### config.mk
export PLATFORM = sky130hd
export DESIGN_NAME = can_bit_timer
export DESIGN_NICKNAME = d
export VERILOG_FILES = /design/src/rtl/can_bt_pkg.sv /design/src/rtl/can_bt_cfg.sv /design/src/rtl/can_bt_prescaler.sv /design/src/rtl/can_bt_seg.sv /design/src/rtl/can_bit_timer.sv
export SDC_FILE = /design/constraint.sdc
export NUM_CORES = 1
export LEC_CHECK = 0
export BUFFER_PORTS_ARGS = -buffer_cell sky130_fd_sc_hd__buf_2
export CAP_MARGIN = 25
export CORE_MARGIN = 5
export CORE_UTILIZATION = 25
export CTS_CLUSTER_DIAMETER = 60
export DETAILED_ROUTE_END_ITERATION = 10
export HOLD_SLACK_MARGIN = 0.1
export SLEW_MARGIN = 20
export SYNTH_ARGS = -nofsm -noshare
export SYNTH_HDL_FRONTEND = slang
export SYNTH_HIERARCHICAL = 1
export SYNTH_SLANG_ARGS = --single-unit
### constraint.sdc
create_clock -name clk_i -period 6 [get_ports clk_i]
set_input_delay 1.2 -clock clk_i [delete_from_list [all_inputs] [get_ports clk_i]]
set_output_delay 1.2 -clock clk_i [all_outputs]
set_load 0.02 [all_outputs]
### src/rtl/can_bt_pkg.sv
package can_bt_pkg;
  localparam int BRP_W = 10;
  localparam int TS1_W = 4;
  localparam int TS2_W = 3;

  typedef enum logic [1:0] {
    SEG_SYNC = 2'd0,
    SEG_PH1  = 2'd1,
    SEG_PH2  = 2'd2
  } seg_e;

  typedef struct packed {
    logic [BRP_W-1:0] brp;
    logic [TS1_W-1:0] ts1;
    logic [TS2_W-1:0] ts2;
  } bt_cfg_t;
endpackage

### src/rtl/can_bt_cfg.sv
module can_bt_cfg
  import can_bt_pkg::*;
#(
  parameter int WORD_W  = 32,
  parameter int BRP_LSB = 0,
  parameter int TS1_LSB = 16,
  parameter int TS2_LSB = 20
) (
  input  logic              clk_i,
  input  logic              rst_ni,
  input  logic              init_i,
  input  logic [WORD_W-1:0] word_i,
  output bt_cfg_t           cfg_o
);
  bt_cfg_t cfg_q;

  always_ff @(posedge clk_i or negedge rst_ni) begin
    if (!rst_ni) begin
      cfg_q <= '0;
    end else if (init_i) begin
      cfg_q.brp <= word_i[BRP_LSB +: BRP_W];
      cfg_q.ts1 <= word_i[TS1_LSB +: TS1_W];
      cfg_q.ts2 <= word_i[TS2_LSB +: TS2_W];
    end
  end

  assign cfg_o = cfg_q;
endmodule

### src/rtl/can_bt_prescaler.sv
module can_bt_prescaler #(
  parameter int W = 10
) (
  input  logic         clk_i,
  input  logic         rst_ni,
  input  logic         run_i,
  input  logic         restart_i,
  input  logic [W-1:0] div_m1_i,
  output logic         tq_o
);
  logic [W-1:0] cnt_q;

  assign tq_o = run_i & (cnt_q == div_m1_i);

  always_ff @(posedge clk_i or negedge rst_ni) begin
    if (!rst_ni) begin
      cnt_q <= '0;
    end else if (!run_i || restart_i || tq_o) begin
      cnt_q <= '0;
    end else begin
      cnt_q <= cnt_q + 1'b1;
    end
  end
endmodule

### src/rtl/can_bt_seg.sv
module can_bt_seg
  import can_bt_pkg::*;
(
  input  logic    clk_i,
  input  logic    rst_ni,
  input  logic    run_i,
  input  logic    tq_i,
  input  logic    fall_i,
  input  logic    idle_i,
  input  logic    rx_i,
  input  bt_cfg_t cfg_i,
  output logic    restart_o,
  output logic [1:0] seg_o,
  output logic    bit_start_o,
  output logic    sample_o,
  output logic    rx_bit_o
);
  localparam int Q_W = TS1_W + 1;

  seg_e           seg_q;
  logic [Q_W-1:0] q_q;
  logic           ext_q, sh_q, done_q;
  logic           bs_q, smp_q, bit_q;

  logic fall, hard, ph2_last, early, set_ext, set_sh;
  logic ext_eff, sh_eff, ph1_end, ph2_end;

  always_comb begin
    fall     = fall_i & run_i;
    hard     = fall & idle_i;
    ph2_last = (seg_q == SEG_PH2) && (q_q == Q_W'(cfg_i.ts2));
    // resync only during a frame, once per bit, never in sync
    early    = fall & ~idle_i & ~done_q & ph2_last;
    set_ext  = fall & ~idle_i & ~done_q & (seg_q == SEG_PH1);
    set_sh   = fall & ~idle_i & ~done_q & (seg_q == SEG_PH2) & ~ph2_last;
    ext_eff  = ext_q | set_ext;
    sh_eff   = sh_q | set_sh;
    ph1_end  = tq_i && (seg_q == SEG_PH1) && (q_q == Q_W'(cfg_i.ts1) + Q_W'(ext_eff));
    ph2_end  = tq_i && (seg_q == SEG_PH2) && (q_q + Q_W'(sh_eff) == Q_W'(cfg_i.ts2));
  end

  assign restart_o = hard | early;

  always_ff @(posedge clk_i or negedge rst_ni) begin
    if (!rst_ni) begin
      seg_q  <= SEG_SYNC;
      q_q    <= '0;
      ext_q  <= 1'b0;
      sh_q   <= 1'b0;
      done_q <= 1'b0;
      bs_q   <= 1'b0;
      smp_q  <= 1'b0;
      bit_q  <= 1'b1;
    end else if (!run_i) begin
      seg_q  <= SEG_SYNC;
      q_q    <= '0;
      ext_q  <= 1'b0;
      sh_q   <= 1'b0;
      done_q <= 1'b0;
      bs_q   <= 1'b0;
      smp_q  <= 1'b0;
    end else if (restart_o) begin
      seg_q  <= SEG_SYNC;
      q_q    <= '0;
      ext_q  <= 1'b0;
      sh_q   <= 1'b0;
      done_q <= 1'b1;
      bs_q   <= 1'b1;
      smp_q  <= 1'b0;
    end else begin
      bs_q   <= 1'b0;
      smp_q  <= 1'b0;
      ext_q  <= ext_eff;
      sh_q   <= sh_eff;
      done_q <= done_q | set_ext | set_sh;
      if (tq_i) begin
        unique case (seg_q)
          SEG_SYNC: begin
            seg_q <= SEG_PH1;
            q_q   <= '0;
          end
          SEG_PH1: begin
            if (ph1_end) begin
              seg_q <= SEG_PH2;
              q_q   <= '0;
              smp_q <= 1'b1;
              bit_q <= rx_i;
            end else begin
              q_q <= q_q + 1'b1;
            end
          end
          SEG_PH2: begin
            if (ph2_end) begin
              seg_q  <= SEG_SYNC;
              q_q    <= '0;
              ext_q  <= 1'b0;
              sh_q   <= 1'b0;
              done_q <= 1'b0;
              bs_q   <= 1'b1;
            end else begin
              q_q <= q_q + 1'b1;
            end
          end
          default: begin
            seg_q <= SEG_SYNC;
            q_q   <= '0;
          end
        endcase
      end
    end
  end

  assign seg_o       = seg_q;
  assign bit_start_o = bs_q;
  assign sample_o    = smp_q;
  assign rx_bit_o    = bit_q;
endmodule

### src/rtl/can_bit_timer.sv
module can_bit_timer
  import can_bt_pkg::*;
#(
  parameter int WORD_W  = 32,
  parameter int BRP_LSB = 0,
  parameter int TS1_LSB = 16,
  parameter int TS2_LSB = 20
) (
  input  logic              clk_i,
  input  logic              rst_ni,
  input  logic              init_i,
  input  logic [WORD_W-1:0] cfg_word_i,
  input  logic              rx_i,
  input  logic              bus_idle_i,
  output logic              tq_en_o,
  output logic [1:0]        seg_o,
  output logic              bit_start_o,
  output logic              sample_o,
  output logic              rx_bit_o
);
  bt_cfg_t cfg;
  logic    run, tq, restart, rx_prev_q, fall;

  assign run  = ~init_i;
  assign fall = rx_prev_q & ~rx_i;

  always_ff @(posedge clk_i or negedge rst_ni) begin
    if (!rst_ni) rx_prev_q <= 1'b1;
    else         rx_prev_q <= rx_i;
  end

  can_bt_cfg #(
    .WORD_W (WORD_W),
    .BRP_LSB(BRP_LSB),
    .TS1_LSB(TS1_LSB),
    .TS2_LSB(TS2_LSB)
  ) u_cfg (
    .clk_i (clk_i),
    .rst_ni(rst_ni),
    .init_i(init_i),
    .word_i(cfg_word_i),
    .cfg_o (cfg)
  );

  can_bt_prescaler #(.W(BRP_W)) u_pre (
    .clk_i    (clk_i),
    .rst_ni   (rst_ni),
    .run_i    (run),
    .restart_i(restart),
    .div_m1_i (cfg.brp),
    .tq_o     (tq)
  );

  can_bt_seg u_seg (
    .clk_i      (clk_i),
    .rst_ni     (rst_ni),
    .run_i      (run),
    .tq_i       (tq),
    .fall_i     (fall),
    .idle_i     (bus_idle_i),
    .rx_i       (rx_i),
    .cfg_i      (cfg),
    .restart_o  (restart),
    .seg_o      (seg_o),
    .bit_start_o(bit_start_o),
    .sample_o   (sample_o),
    .rx_bit_o   (rx_bit_o)
  );

  assign tq_en_o = tq;
endmodule

==> flow_summary.yaml <==
status:
  status: "completed"
layout:
  instances_no_fill: 345
  nNetsFinal: 279
  regArea_mm2: 0.00103
  area_delta_synth_final_pct: 14.3
  drive_above_1_share_pct: 27.4
  final_core_util_pct: 29.0
  antenna_cells: 0
  fillerInstances: 956
  multi_input_area_mm2: 0.00121
grt:
  antenna_found_initial: 0
  grt_util_met2_pct: 13.5
  grt_pass1_vias: 1633
  grt_max_degree: 42
  busiest_layer: "met2"
  grt_use_met3_pct: 2.19
  grt_usage_pct: 8.34
  grt_pass1_wl_um: 7630
  grt_overflow_total: 0
  grtUsageMet1_pct: 10.7
clocking:
  cts_tree: "built"
  clockBufferDepth: 2
  h-tree-depth: 2
  clk_latency_ps: 290
  hold_buffers: 0
  root_buffer: "clkbuf_8"
  post_cts_buffers: 0
  cts.clk_slew.worst_paths_ps: 80
  ctsResizeCount: 0
  cts_made_buffers: 5
  numClockSinks: 41
drt:
  ant_nets: 0
  drtPass1Iterations: 4
  drcViolationCount: 0
  wl_um: 4410
  wl_per_cell_um: 12.8
  drt_iter0_drc: 43
  num_vias: 1536
  vias_per_cell: 4.45
timing:
  min_period_over_period_pct: 70.4
  finalHoldViolCount: 0
  setup-violations-final: 0
  worst_pin_slew_ps: 506
  hold-worst-slack_ps: 522
  fin_skew_ps: 7.10
  rsz0062_at_grt: "no"
  relSlewSlack_pct: 66.2
  setup_tns_ps: 0
  final.min_clock_period_ps: 4220
  fmax_mhz: 237
  slew_viol_final: 0
place:
  place_inst: 336
  dpl.hpwl_um: 3300
  gp_congestion: 0.770
  port-buffer-count: 27
setup_path:
  cp_data_arrival_time_ps: 4410
  ff2ff_path_depth: 14
  start_kind: "input port"
  reg2reg_to: "u_seg/q_q[2]"
  critPathKind: "in -> reg"
  endpoint_kind: "flop"
  cp_max_fo: 18
  rrSetupSlack_ps: 2400
  cp.required_ps: 6180
  worstReg2RegStart: "u_seg/seg_o[0]"
synth:
  yosys_warnings: 6
  syn-cell-area_mm2: 0.00232
  avgSynthCellArea_um2: 11.6
  yosysMostFrequentCell: "dfrtp_1"
  synthTopCellsByArea: "dfrtp_1, xnor2_1, mux2_4"
  synth_flop_cell: "dfrtp_1"
  synth_edf_count: 0
  yosysUniqueCellTypes: 41
  syn-num-nets: 247
  yosysSeqAreaShare_pct: 44.2
  synthCells: 201
  synth-async-reset-ratio_pct: 100
  ys_ff_latch: 41
  synth_top_area_share_pct: 42.0
  synth.cells.most_frequent: "dfrtp_1, xnor2_1, nor2_1, nand3_1, mux2_4"
  yosysTopAreaCell: "dfrtp_1"
worst_hold_path:
  hp-start: "u_cfg/cfg_o[3]"
  holdPathStages: 1
  hold_path_end: "u_cfg/cfg_o[3]"
  worstHoldPathType: "reg -> reg"
die:
  die_w_um: 106
  initial_core_util_pct: 25.4
  die-height_um: 106
  num_rows: 35
  dieArea_mm2: 0.0113
  ios: 43
  core-area_mm2: 0.00915
power_and_ir_drop:
  power_w: 0.000543
  peakVddDrop_mv: 0.0781
  powerDensity_mw_per_mm2: 204
  p_leak_nw: 1.19
run:
  maxCapViolations: 0
==> sequential cells by signal, summed over array words and instances (netlist names) <==
signal	count
u_pre/cnt_q	10
u_seg/q_q	5
u_seg/sample_o	1
rx_prev_q	1
u_seg/rx_bit_o	1
u_seg/ext_q	1
u_seg/done_q	1
u_seg/sh_q	1
u_seg/seg_o	2
u_cfg/cfg_o	17
u_seg/bit_start_o	1
==> cells by family (layout without fill, tap and decap cells) <==
family | after synthesis | count (layout) | synth area share (%)
buffers and inverters | 13 | 46 | 3.82
muxes | 20 | 20 | 11.2
xor gates and xnor gates | 32 | 32 | 12.4
adders and majority gates | 9 | 9 | 4.84
AOI/OAI and AO/OA | 18 | 18 | 8.50
and+or+nand+nor | 68 | 68 | 15.0
DFF | 41 | 41 | 44.2
==> worst max-delay path by stage <==
stage,startpoint,endpoint,slack (ps),cells past startpoint
floorplan,init_i,u_seg/q_q[2],2260,13
global placement,init_i,u_seg/q_q[2],1490,15
detailed placement,init_i,u_seg/q_q[2],1450,15
CTS,init_i,u_seg/q_q[2],1760,15
global route,init_i,u_seg/seg_o[1],1560,15
finish,init_i,u_seg/q_q[2],1780,15
==> per-layer routing <==
layer	vias to the layer above	share of wire, %
met5	-	0
met4	0	0.66
met3	4	3.5
met2	24	49
met1	741	46
li1	767	-
==> cell usage in the layout, fill, tap and decap left out, types with 3 or more instances in the layout <==
| cell type | Yosys | routed |
|---|---|---|
| a21o_1 | 3 | 3 |
| and3_1 | 4 | 4 |
| buf_2 | 1 | 27 |
| clkbuf_8 | 0 | 5 |
| dfrtp_1 | 39 | 39 |
| ha_1 | 9 | 9 |
| inv_1 | 8 | 8 |
| mux2_2 | 7 | 7 |
| mux2_4 | 10 | 10 |
| nand2_1 | 9 | 9 |
| nand3_1 | 11 | 11 |
| nand4_1 | 6 | 6 |
| nor2_1 | 20 | 20 |
| nor2b_1 | 3 | 3 |
| nor3_1 | 3 | 3 |
| or3_1 | 3 | 3 |
| xnor2_1 | 24 | 24 |
| xor2_1 | 7 | 7 |
==> metrics by stage <==
stage | cell area (um2) | worst slack [ps]
6_report | 2660 | 1780
3_5_place_dp | 2550 | 1450
2_1_floorplan | 2320 | 2260
5_1_grt | 2660 | 1560
3_3_place_gp | 2550 | 1490
4_1_cts | 2640 | 1760
==> layout make-up <==
cell class | instances | area share, %
clock inverters | 2 | 0.377
well taps | 111 | 5.23
flip-flops and latches | 41 | 38.7
clock buffers | 6 | 2.73
multi-input cells | 147 | 45.4
repair buffers | 30 | 6.40
inverters | 8 | 1.13
==> power by group <==
part	total, W	leakage [nW]	switching, W	internal, W
clock	0.000174	0.0450	0.0000931	0.0000807
sequential	0.000304	0.524	0.0000139	0.000290
combinational	0.0000652	0.617	0.0000282	0.0000369
==> critical path, stage by stage <==
cell	delay, ps
buf_2	70
buf_4	280
inv_1	240
nand3b_1	240
nor2_1	90
and3_1	200
or2_1	230
ha_1	210
ha_1	230
o21ba_1	190
a221oi_2	300
o2111ai_2	210
a32oi_2	350
nor4_1	80
a211o_1	280
Note: power is estimated with default switching activity, not from simulation.
